File: src/rtl/vs_pkg.sv
package vs_pkg;
    localparam int WIN_CYCLES = 4;
    localparam int CNT_W      = $clog2(WIN_CYCLES);

    localparam int BIT_EN1  = 7;
    localparam int BIT_EN0  = 6;
    localparam int BIT_VSEL = 1;
    localparam int BIT_CE   = 0;

    typedef struct packed {
        logic [1:0]       ext_en;
        logic             vsel;
        logic             ce;
        logic [CNT_W-1:0] cnt;
        logic             hold;
    } ctl_t;
endpackage

File: src/rtl/vs_boot_base.sv
module vs_boot_base #(
    parameter int PC_W     = 12,
    parameter int BOOT_MAX = 1024,
    parameter int FUSE_W   = 2
) (
    input  logic [FUSE_W-1:0] boot_fuse,
    output logic [PC_W-1:0]   boot_base
);
    localparam int MEM_WORDS = 1 << PC_W;
    localparam int EXT_W     = PC_W + 1;

    logic [EXT_W-1:0] span;
    logic [EXT_W-1:0] diff;

    always_comb begin
        span      = EXT_W'(BOOT_MAX) >> boot_fuse;
        diff      = EXT_W'(MEM_WORDS) - span;
        boot_base = diff[PC_W-1:0];
    end

    initial begin
        if (BOOT_MAX > MEM_WORDS) $error("boot region larger than memory");
    end
endmodule

File: src/rtl/vs_unlock.sv
module vs_unlock
    import vs_pkg::*;
(
    input  logic       clk,
    input  logic       rst_n,
    input  logic       wr_en,
    input  logic [7:0] wr_data,
    output logic [1:0] ext_en,
    output logic       vsel,
    output logic       ce,
    output logic       unlock_block
);
    ctl_t s_d, s_q;
    logic arm, take;

    always_comb begin
        arm  = wr_en && wr_data[BIT_CE];
        take = wr_en && s_q.ce && !wr_data[BIT_CE];
        s_d      = s_q;
        s_d.hold = 1'b0;
        if (wr_en) s_d.ext_en = {wr_data[BIT_EN1], wr_data[BIT_EN0]};
        if (arm) begin
            s_d.ce  = 1'b1;
            s_d.cnt = CNT_W'(WIN_CYCLES - 1);
        end else if (take) begin
            s_d.vsel = wr_data[BIT_VSEL];
            s_d.ce   = 1'b0;
            s_d.cnt  = '0;
            s_d.hold = 1'b1;
        end else if (s_q.ce) begin
            if (s_q.cnt == '0) s_d.ce  = 1'b0;
            else               s_d.cnt = s_q.cnt - 1'b1;
        end
    end

    always_ff @(posedge clk or negedge rst_n) begin
        if (!rst_n) s_q <= '0;
        else        s_q <= s_d;
    end

    assign ext_en       = s_q.ext_en;
    assign vsel         = s_q.vsel;
    assign ce           = s_q.ce;
    assign unlock_block = s_q.ce || s_q.hold;

    AST_ARM_BLOCKS: assert property (@(posedge clk) disable iff (!rst_n)
        wr_en && wr_data[BIT_CE] |=> ce && unlock_block);
    AST_WINDOW_END: assert property (@(posedge clk) disable iff (!rst_n)
        s_q.ce && !wr_en && s_q.cnt == '0 |=> !ce);
    AST_SEL_GUARDED: assert property (@(posedge clk) disable iff (!rst_n)
        !(wr_en && ce && !wr_data[BIT_CE]) |=> $stable(vsel));
    AST_TAKE_HOLD: assert property (@(posedge clk) disable iff (!rst_n)
        wr_en && ce && !wr_data[BIT_CE] |=> unlock_block && !ce);
endmodule

File: src/rtl/vs_region_guard.sv
module vs_region_guard #(
    parameter int PC_W  = 12,
    parameter int IDX_W = 5
) (
    input  logic [PC_W-1:0]  pc,
    input  logic [PC_W-1:0]  boot_base,
    input  logic             vsel,
    input  logic             guard_app_run,
    input  logic             guard_boot_run,
    input  logic [IDX_W-1:0] int_num,
    output logic             lock_block,
    output logic [PC_W-1:0]  vec_addr
);
    logic in_boot;
    logic [PC_W-1:0] tbl_base;

    always_comb begin
        in_boot    = (pc >= boot_base);
        lock_block = (vsel && guard_app_run && !in_boot) ||
                     (!vsel && guard_boot_run && in_boot);
        tbl_base   = vsel ? boot_base : '0;
        vec_addr   = tbl_base + PC_W'(int_num);
    end
endmodule

File: src/rtl/vec_select_ctrl.sv
module vec_select_ctrl #(
    parameter int PC_W     = 12,
    parameter int BOOT_MAX = 1024,
    parameter int FUSE_W   = 2,
    parameter int VEC_CNT  = 19,
    parameter int IDX_W    = $clog2(VEC_CNT)
) (
    input  logic              clk,
    input  logic              rst_n,
    input  logic              wr_en,
    input  logic [7:0]        wr_data,
    output logic [7:0]        rd_data,
    output logic [1:0]        ext_int_en,
    input  logic [PC_W-1:0]   pc,
    input  logic [FUSE_W-1:0] boot_fuse,
    input  logic              guard_app_run,
    input  logic              guard_boot_run,
    input  logic [IDX_W-1:0]  int_num,
    output logic [PC_W-1:0]   vec_addr,
    output logic              irq_block
);
    logic [PC_W-1:0] boot_base;
    logic vsel, ce, unlock_block, lock_block;

    vs_boot_base #(.PC_W(PC_W), .BOOT_MAX(BOOT_MAX), .FUSE_W(FUSE_W)) u_base (
        .boot_fuse (boot_fuse),
        .boot_base (boot_base)
    );

    vs_unlock u_unlock (
        .clk          (clk),
        .rst_n        (rst_n),
        .wr_en        (wr_en),
        .wr_data      (wr_data),
        .ext_en       (ext_int_en),
        .vsel         (vsel),
        .ce           (ce),
        .unlock_block (unlock_block)
    );

    vs_region_guard #(.PC_W(PC_W), .IDX_W(IDX_W)) u_guard (
        .pc             (pc),
        .boot_base      (boot_base),
        .vsel           (vsel),
        .guard_app_run  (guard_app_run),
        .guard_boot_run (guard_boot_run),
        .int_num        (int_num),
        .lock_block     (lock_block),
        .vec_addr       (vec_addr)
    );

    assign rd_data   = {ext_int_en, 4'b0000, vsel, ce};
    assign irq_block = unlock_block || lock_block;

    AST_APP_GUARD: assert property (@(posedge clk) disable iff (!rst_n)
        vsel && guard_app_run && (pc < boot_base) |-> irq_block);
    AST_BOOT_GUARD: assert property (@(posedge clk) disable iff (!rst_n)
        !vsel && guard_boot_run && (pc >= boot_base) |-> irq_block);
    AST_VEC_ZERO_BASE: assert property (@(posedge clk) disable iff (!rst_n)
        !rd_data[1] |-> vec_addr == PC_W'(int_num));
endmodule

File: config.mk
export PLATFORM = sky130hd
export DESIGN_NAME = vec_select_ctrl
export DESIGN_NICKNAME = d
export VERILOG_FILES = /design/src/rtl/vs_pkg.sv /design/src/rtl/vs_boot_base.sv /design/src/rtl/vs_unlock.sv /design/src/rtl/vs_region_guard.sv /design/src/rtl/vec_select_ctrl.sv
export SDC_FILE = /design/constraint.sdc
export NUM_CORES = 1
export LEC_CHECK = 0
export ABC_CLOCK_PERIOD_IN_PS = 1800
export BUFFER_PORTS_ARGS = -buffer_cell sky130_fd_sc_hd__clkbuf_2
export CORE_MARGIN = 10
export CORE_UTILIZATION = 38
export CTS_BUF_LIST = sky130_fd_sc_hd__clkbuf_4
export DETAILED_ROUTE_END_ITERATION = 8
export HOLD_SLACK_MARGIN = 0.1
export PLACE_DENSITY_LB_ADDON = 0.15
export SLEW_MARGIN = 20
export SYNTH_ARGS = -nofsm -noshare
export SYNTH_HDL_FRONTEND = slang
export SYNTH_SLANG_ARGS = --single-unit
File: constraint.sdc
create_clock -name clk -period 1.8 [get_ports clk]
set_input_delay 0.18 -clock clk [delete_from_list [all_inputs] [get_ports clk]]
set_output_delay 0.18 -clock clk [all_outputs]
set_load 0.02 [all_outputs]
After elaboration in Yosys (flattened, before gate mapping). Cells that the tools add are included.

Bits in registers: 7. Input port bits: 32. Output and inout bits: 23. Logic and storage cells: 37.

$add $sub $neg: 3. $lt $le $gt $ge: 1. Equality and inequality tests: 1. Shift-type cells: 1. Muxes and demuxes: 8. Bitwise operators: 1. Reductions and logical operators: 17.

Operator list (count): 12-bit by 5-bit adder with 12-bit output (1); 12-bit >= comparator (1); 12-bit two-way mux (1); 11-bit by 2-bit >> shifter with 12-bit output, first input constant (1); 1-bit by 12-bit subtractor with 12-bit output, first input constant (1); 3-bit two-way mux (3); 1-bit logical AND (7); 2-bit AND reduction (2); 1-bit zero test (3); 1-bit logical OR (3); 1-bit two-way mux (3); 3-bit by 1-bit != test with 1-bit output, second input constant (1); 3-bit nonzero test (1); 2-bit zero test (1); 2-bit two-way mux (1); 2-bit by 1-bit subtractor with 2-bit output, second input constant (1); 1-bit inverter (1).

Depth between registers and ports, before layout.
Depth in word-level cells: 7. Depth in mapped cells: 7. Depth with buffers taken out: 7.

Modules after synthesis. From an unflattened synthesis, not the netlist that was laid out.

Cell total of the unflattened synthesis: 154. Area, all modules: 1238.7 µm².

Modules (own cells, without submodules): vs_region_guard (instances 1, cells each 98, area each 708.2 µm², sequential area each 0.0 µm²); vs_unlock (instances 1, cells each 30, area each 352.8 µm², sequential area each 175.2 µm²); vs_boot_base (instances 1, cells each 16, area each 107.6 µm², sequential area each 0.0 µm²); vec_select_ctrl (instances 1, cells each 10, area each 70.1 µm², sequential area each 0.0 µm²).

Least setup slack after synthesis. Ideal clock, no wire load.

Path type: input -> output. Start: in boot_fuse[0]. End: out irq_block. Data arrival time: 1.552 ns. Slack: 0.068 ns. Stages: 7. Buffers on the path: 0. Cell sequence: nand2b_1 > ha_1 > and2_1 > ha_1 > nor3_1 > a22oi_1 > o211ai_1.

Longest elaborated chain between the ends: 7. Elaborated cells between the ends (all ways): 8. Classes of those cells: add/sub: 1; order compare: 1; shift: 1; reduce/logical: 5.

Ends and longest elaborated chain: from (decl) (line vec_select_ctrl.sv:15) `input logic [FUSE_W-1:0] boot_fuse,`; 11-bit by 2-bit >> shifter with 12-bit output * (line vs_boot_base.sv:16) `span = EXT_W'(BOOT_MAX) >> boot_fuse;`; 1-bit by 12-bit subtractor with 12-bit output * (line vs_boot_base.sv:17) `diff = EXT_W'(MEM_WORDS) - span;`; 12-bit >= comparator * (line vs_region_guard.sv:18) `in_boot = (pc >= boot_base);`; 1-bit zero test (line vs_region_guard.sv:19) `lock_block = (vsel && guard_app_run && !in_boot) ||`; 1-bit logical AND (line vs_region_guard.sv:19); 1-bit logical OR * (line vs_region_guard.sv:19); 1-bit logical OR * (line vec_select_ctrl.sv:53) `assign irq_block = unlock_block || lock_block;`; to (decl) (line vec_select_ctrl.sv:20) `output logic irq_block`.

Mark *: on every way between the ends. The rest lies on a longest branch, timed or not.

Worst setup path in the final report. Same ends and word-level chain as after synthesis.

==> impl_results.md <==
- Pwr dens: 831 nW/µm²
- Total die area: 3590 µm²
- Sequential power share: 33.0%
- Critical path's top delay family: adder cells
- Clk_lat worst skew: 0.24 ns
- Max Clk Rate: 565 MHz
- CTS buffer count: 3
- RSZ-0062 raised after global routing: true
- Setup CP Type: in -> out
- Max-Cap Viols: 0
- IO buf count: 27
- Worst vdd rail ir drop: 0.409 mV
- First-pass iteration count of the detailed router: 4
- Top-area cell type share of the netlist area: 28.9%
- Crit share post-route: 98.4%
- Post-DRT Antenna Nets: 0
- Ys flop type: dfrtp_1
- Synth cell count leaders: buf_4 (18), dfrtp_1 (7), ha_1 (6), inv_1 (5), nand2_1 (5)
- Post-Synthesis Cells: 68
- Syn-to-layout area delta: 28.3%
- #FFs+latches synth: 7
- Setup Buffers After CTS: 0
- Sequential area share after synthesis: 28.9%
- Final Max Tran Viols: 0
- Status: finished clean
- Setup crit end: irq_block
- Final net count: 129
- Die height: 59.9 µm
- Arrival time at the worst endpoint: 1.59 ns
- Largest net degree at the start of global routing: 10
- DRT Wirelength: 1.41 mm
- Vias in the first global route: 473
- Clock Tree Buf Depth: 2
- CP Launch Type: input port
- H-tree depth: 1
- Antenna cells: 0
- DR vias/cell: 4.65
- Gpl congestion: 0.764
- Final Critical Period: 1.77 ns
- CTS tree: yes
- Critical Path Start: boot_fuse[0]
- Layout Cells excl Fill: 106
- Setup TNS: 0 ns
- FF-to-FF setup slack: 0.49 ns
- Yosys warns: 0
- Wire per inst: 13.3 µm
- Row Count: 14
- Clk network pwr share: 23.6%
- Critical-path top delay cell: a221o_1
- Levels on crit path: 9
- Most repeated library cell on the critical path: ha_4
- I/O Pins: 55
- Post-synth ARST share: 100%
- Reg2Reg Depth: 5
- Post-Syn Area: 606 µm²
- Final WS setup: 0.0285 ns
- First-pass GRT wire length: 2.21 mm
- Drt first-iter violations: 7
- Hold Vio Cnt, Final: 0
- Crit path largest cell delay: 0.31 ns
- Net Switching: 239 µW
- Gr usage total: 7.59%
- Reg2reg end: u_unlock.s_q[1]
- CTS Root Cell: clkbuf_4
- Placement Setup Slack: -0.130 ns
- DRC: 0
- Final-report setup violation count: 0
- Core area: 1510 µm²
- Sw frac: 37.1%
- Clock slew at reported path FFs: 0.05 ns
- Clock sinks: 7
- Proportion of layout cells with a drive suffix above 1: 50.0%
- Number of distinct library cells after synthesis: 23
- Die W: 59.9 µm
- Crit end category: primary output
- Via count: 493
- Total grt overflow: 0
- Post-synth EDFFs: 0
- Initial antenna violation count: 0
- Clock skew: 0.00158 ns
- Largest cells by area after synthesis: dfrtp_1 (29%), buf_4 (22%), ha_1 (12%)
- Max FO, Critical Path: 4
- DP HPWL: 1.15 mm
- Crit path buf inv count: 3
- Worst-path cell chain: buf_8 > nand2b_4 > ha_4 > inv_4 > ha_4 > o21ai_2 > a221o_1 > o211ai_1 > buf_4
- Syn Area/Cell: 8.91 µm²
- Combinational power share: 43.3%
- Int Pwr: 406 µW
- Synth area leader: dfrtp_1
- Initial core utilization: 40.2%
- FF-to-FF Start: u_unlock.s_q[1]
- DP Cell Count: 101
- Data required, critical path: 1.62 ns
- Power Total: 645 µW
- Worst Hold Class: in -> reg
- Most common cell in the netlist: buf_4
- Leak Pwr: 0.411 nW
[flip-flops by register name (all words and copies together) (netlist names)]
signal,flops
u_unlock.ce,1
u_unlock.ext_en,2
u_unlock.s_q,3
u_unlock.vsel,1
[worst min path at each step]
stage	cells after the start	from	slack [ns]	endpoint
after global placement	1	rst_n	0.03	u_unlock.ext_en[0]
after global routing	2	wr_data[0]	0.12	u_unlock.s_q[0]
after floorplan	0	rst_n	-0.12	u_unlock.ce
final	2	wr_data[0]	0.13	u_unlock.s_q[0]
after detailed placement	1	rst_n	0.03	u_unlock.ext_en[0]
after CTS	2	wr_data[0]	0.12	u_unlock.s_q[0]
[metrics by stage]
step | area (µm²) | hold slack, ns | util [%]
final | 777 | 0.128 | 51.6
after global routing | 777 | 0.122 | 51.6
after CTS | 768 | 0.120 | 51.0
after detailed placement | 667 | 0.0284 | 44.3
after global placement | 667 | 0.0251 | 44.3
after floorplan | 624 | -0.116 | -
[per-layer routing]
metal | vias up | track usage [%] | share of wire (%)
met5 | - | 0 | 0
met4 | 0 | 2.56 | 0.85
met3 | 6 | 3.81 | 10
met2 | 19 | 12.4 | 47
met1 | 214 | 8.30 | 41
li1 | 254 | - | -
[logic make-up (layout without fill, tap and decap cells)]
logic type | Yosys count | in the layout | synth area share [%]
AO/OA/AOI/OAI | 10 | 10 | 11.4
other | 1 | 6 | 0.619
adder cells (fa/ha/maj) | 6 | 6 | 12.4
AND/OR/NAND/NOR | 18 | 18 | 15.7
buffers and inverters | 23 | 40 | 25.4
flip-flops | 7 | 7 | 28.9
multiplexers | 3 | 3 | 5.58
[layout make-up]
cell class	instances	area, µm²
clock buffer	4	30.0
fill	149	729
sequential	7	175
tap	16	20.0
multi-input combinational	43	342
inverter	5	21.3
timing repair buffer	31	189
[cells in the final DEF, fill, tap and decap left out, types with 2 or more instances in the layout]
cell type  instances
clkbuf_2          24
dfrtp_1            7
conb_1             6
inv_1              4
nand2_1            4
clkbuf_4           4
buf_4              4
nor2_1             3
mux2_2             3
ha_1               3
and2_1             2
nor2b_1            2
o211ai_1           2
ha_4               2
[power by group through the flow]
stage | Sequential (mW) | Combinational, mW | Clock, mW
global route | 0.219 | 0.310 | 0.170
detailed placement | 0.216 | 0.254 | 0
global placement | 0.214 | 0.254 | 0
floorplan | 0.207 | 0.228 | 0
CTS | 0.213 | 0.277 | 0.161
finish | 0.213 | 0.280 | 0.153
[worst reg2reg max path: cells and delay by family (launching register included)]
kind	cells	cell delay [ns]
buffers and inverters	1	0.05
DFF	1	0.36
AOI/OAI and AO/OA	2	0.23
and+or+nand+nor	1	0.38
adders and majority gates	1	0.23
[repair_timing]
item | in CTS | in global routing
pin swaps | 4 | 5
gates resized for setup | 10 | 5
hold endpoints to repair | 7 | 0
setup endpoints to repair | 1 | 1
hold buffers | 1 | 0
Note: power is estimated with default switching activity, not from simulation.
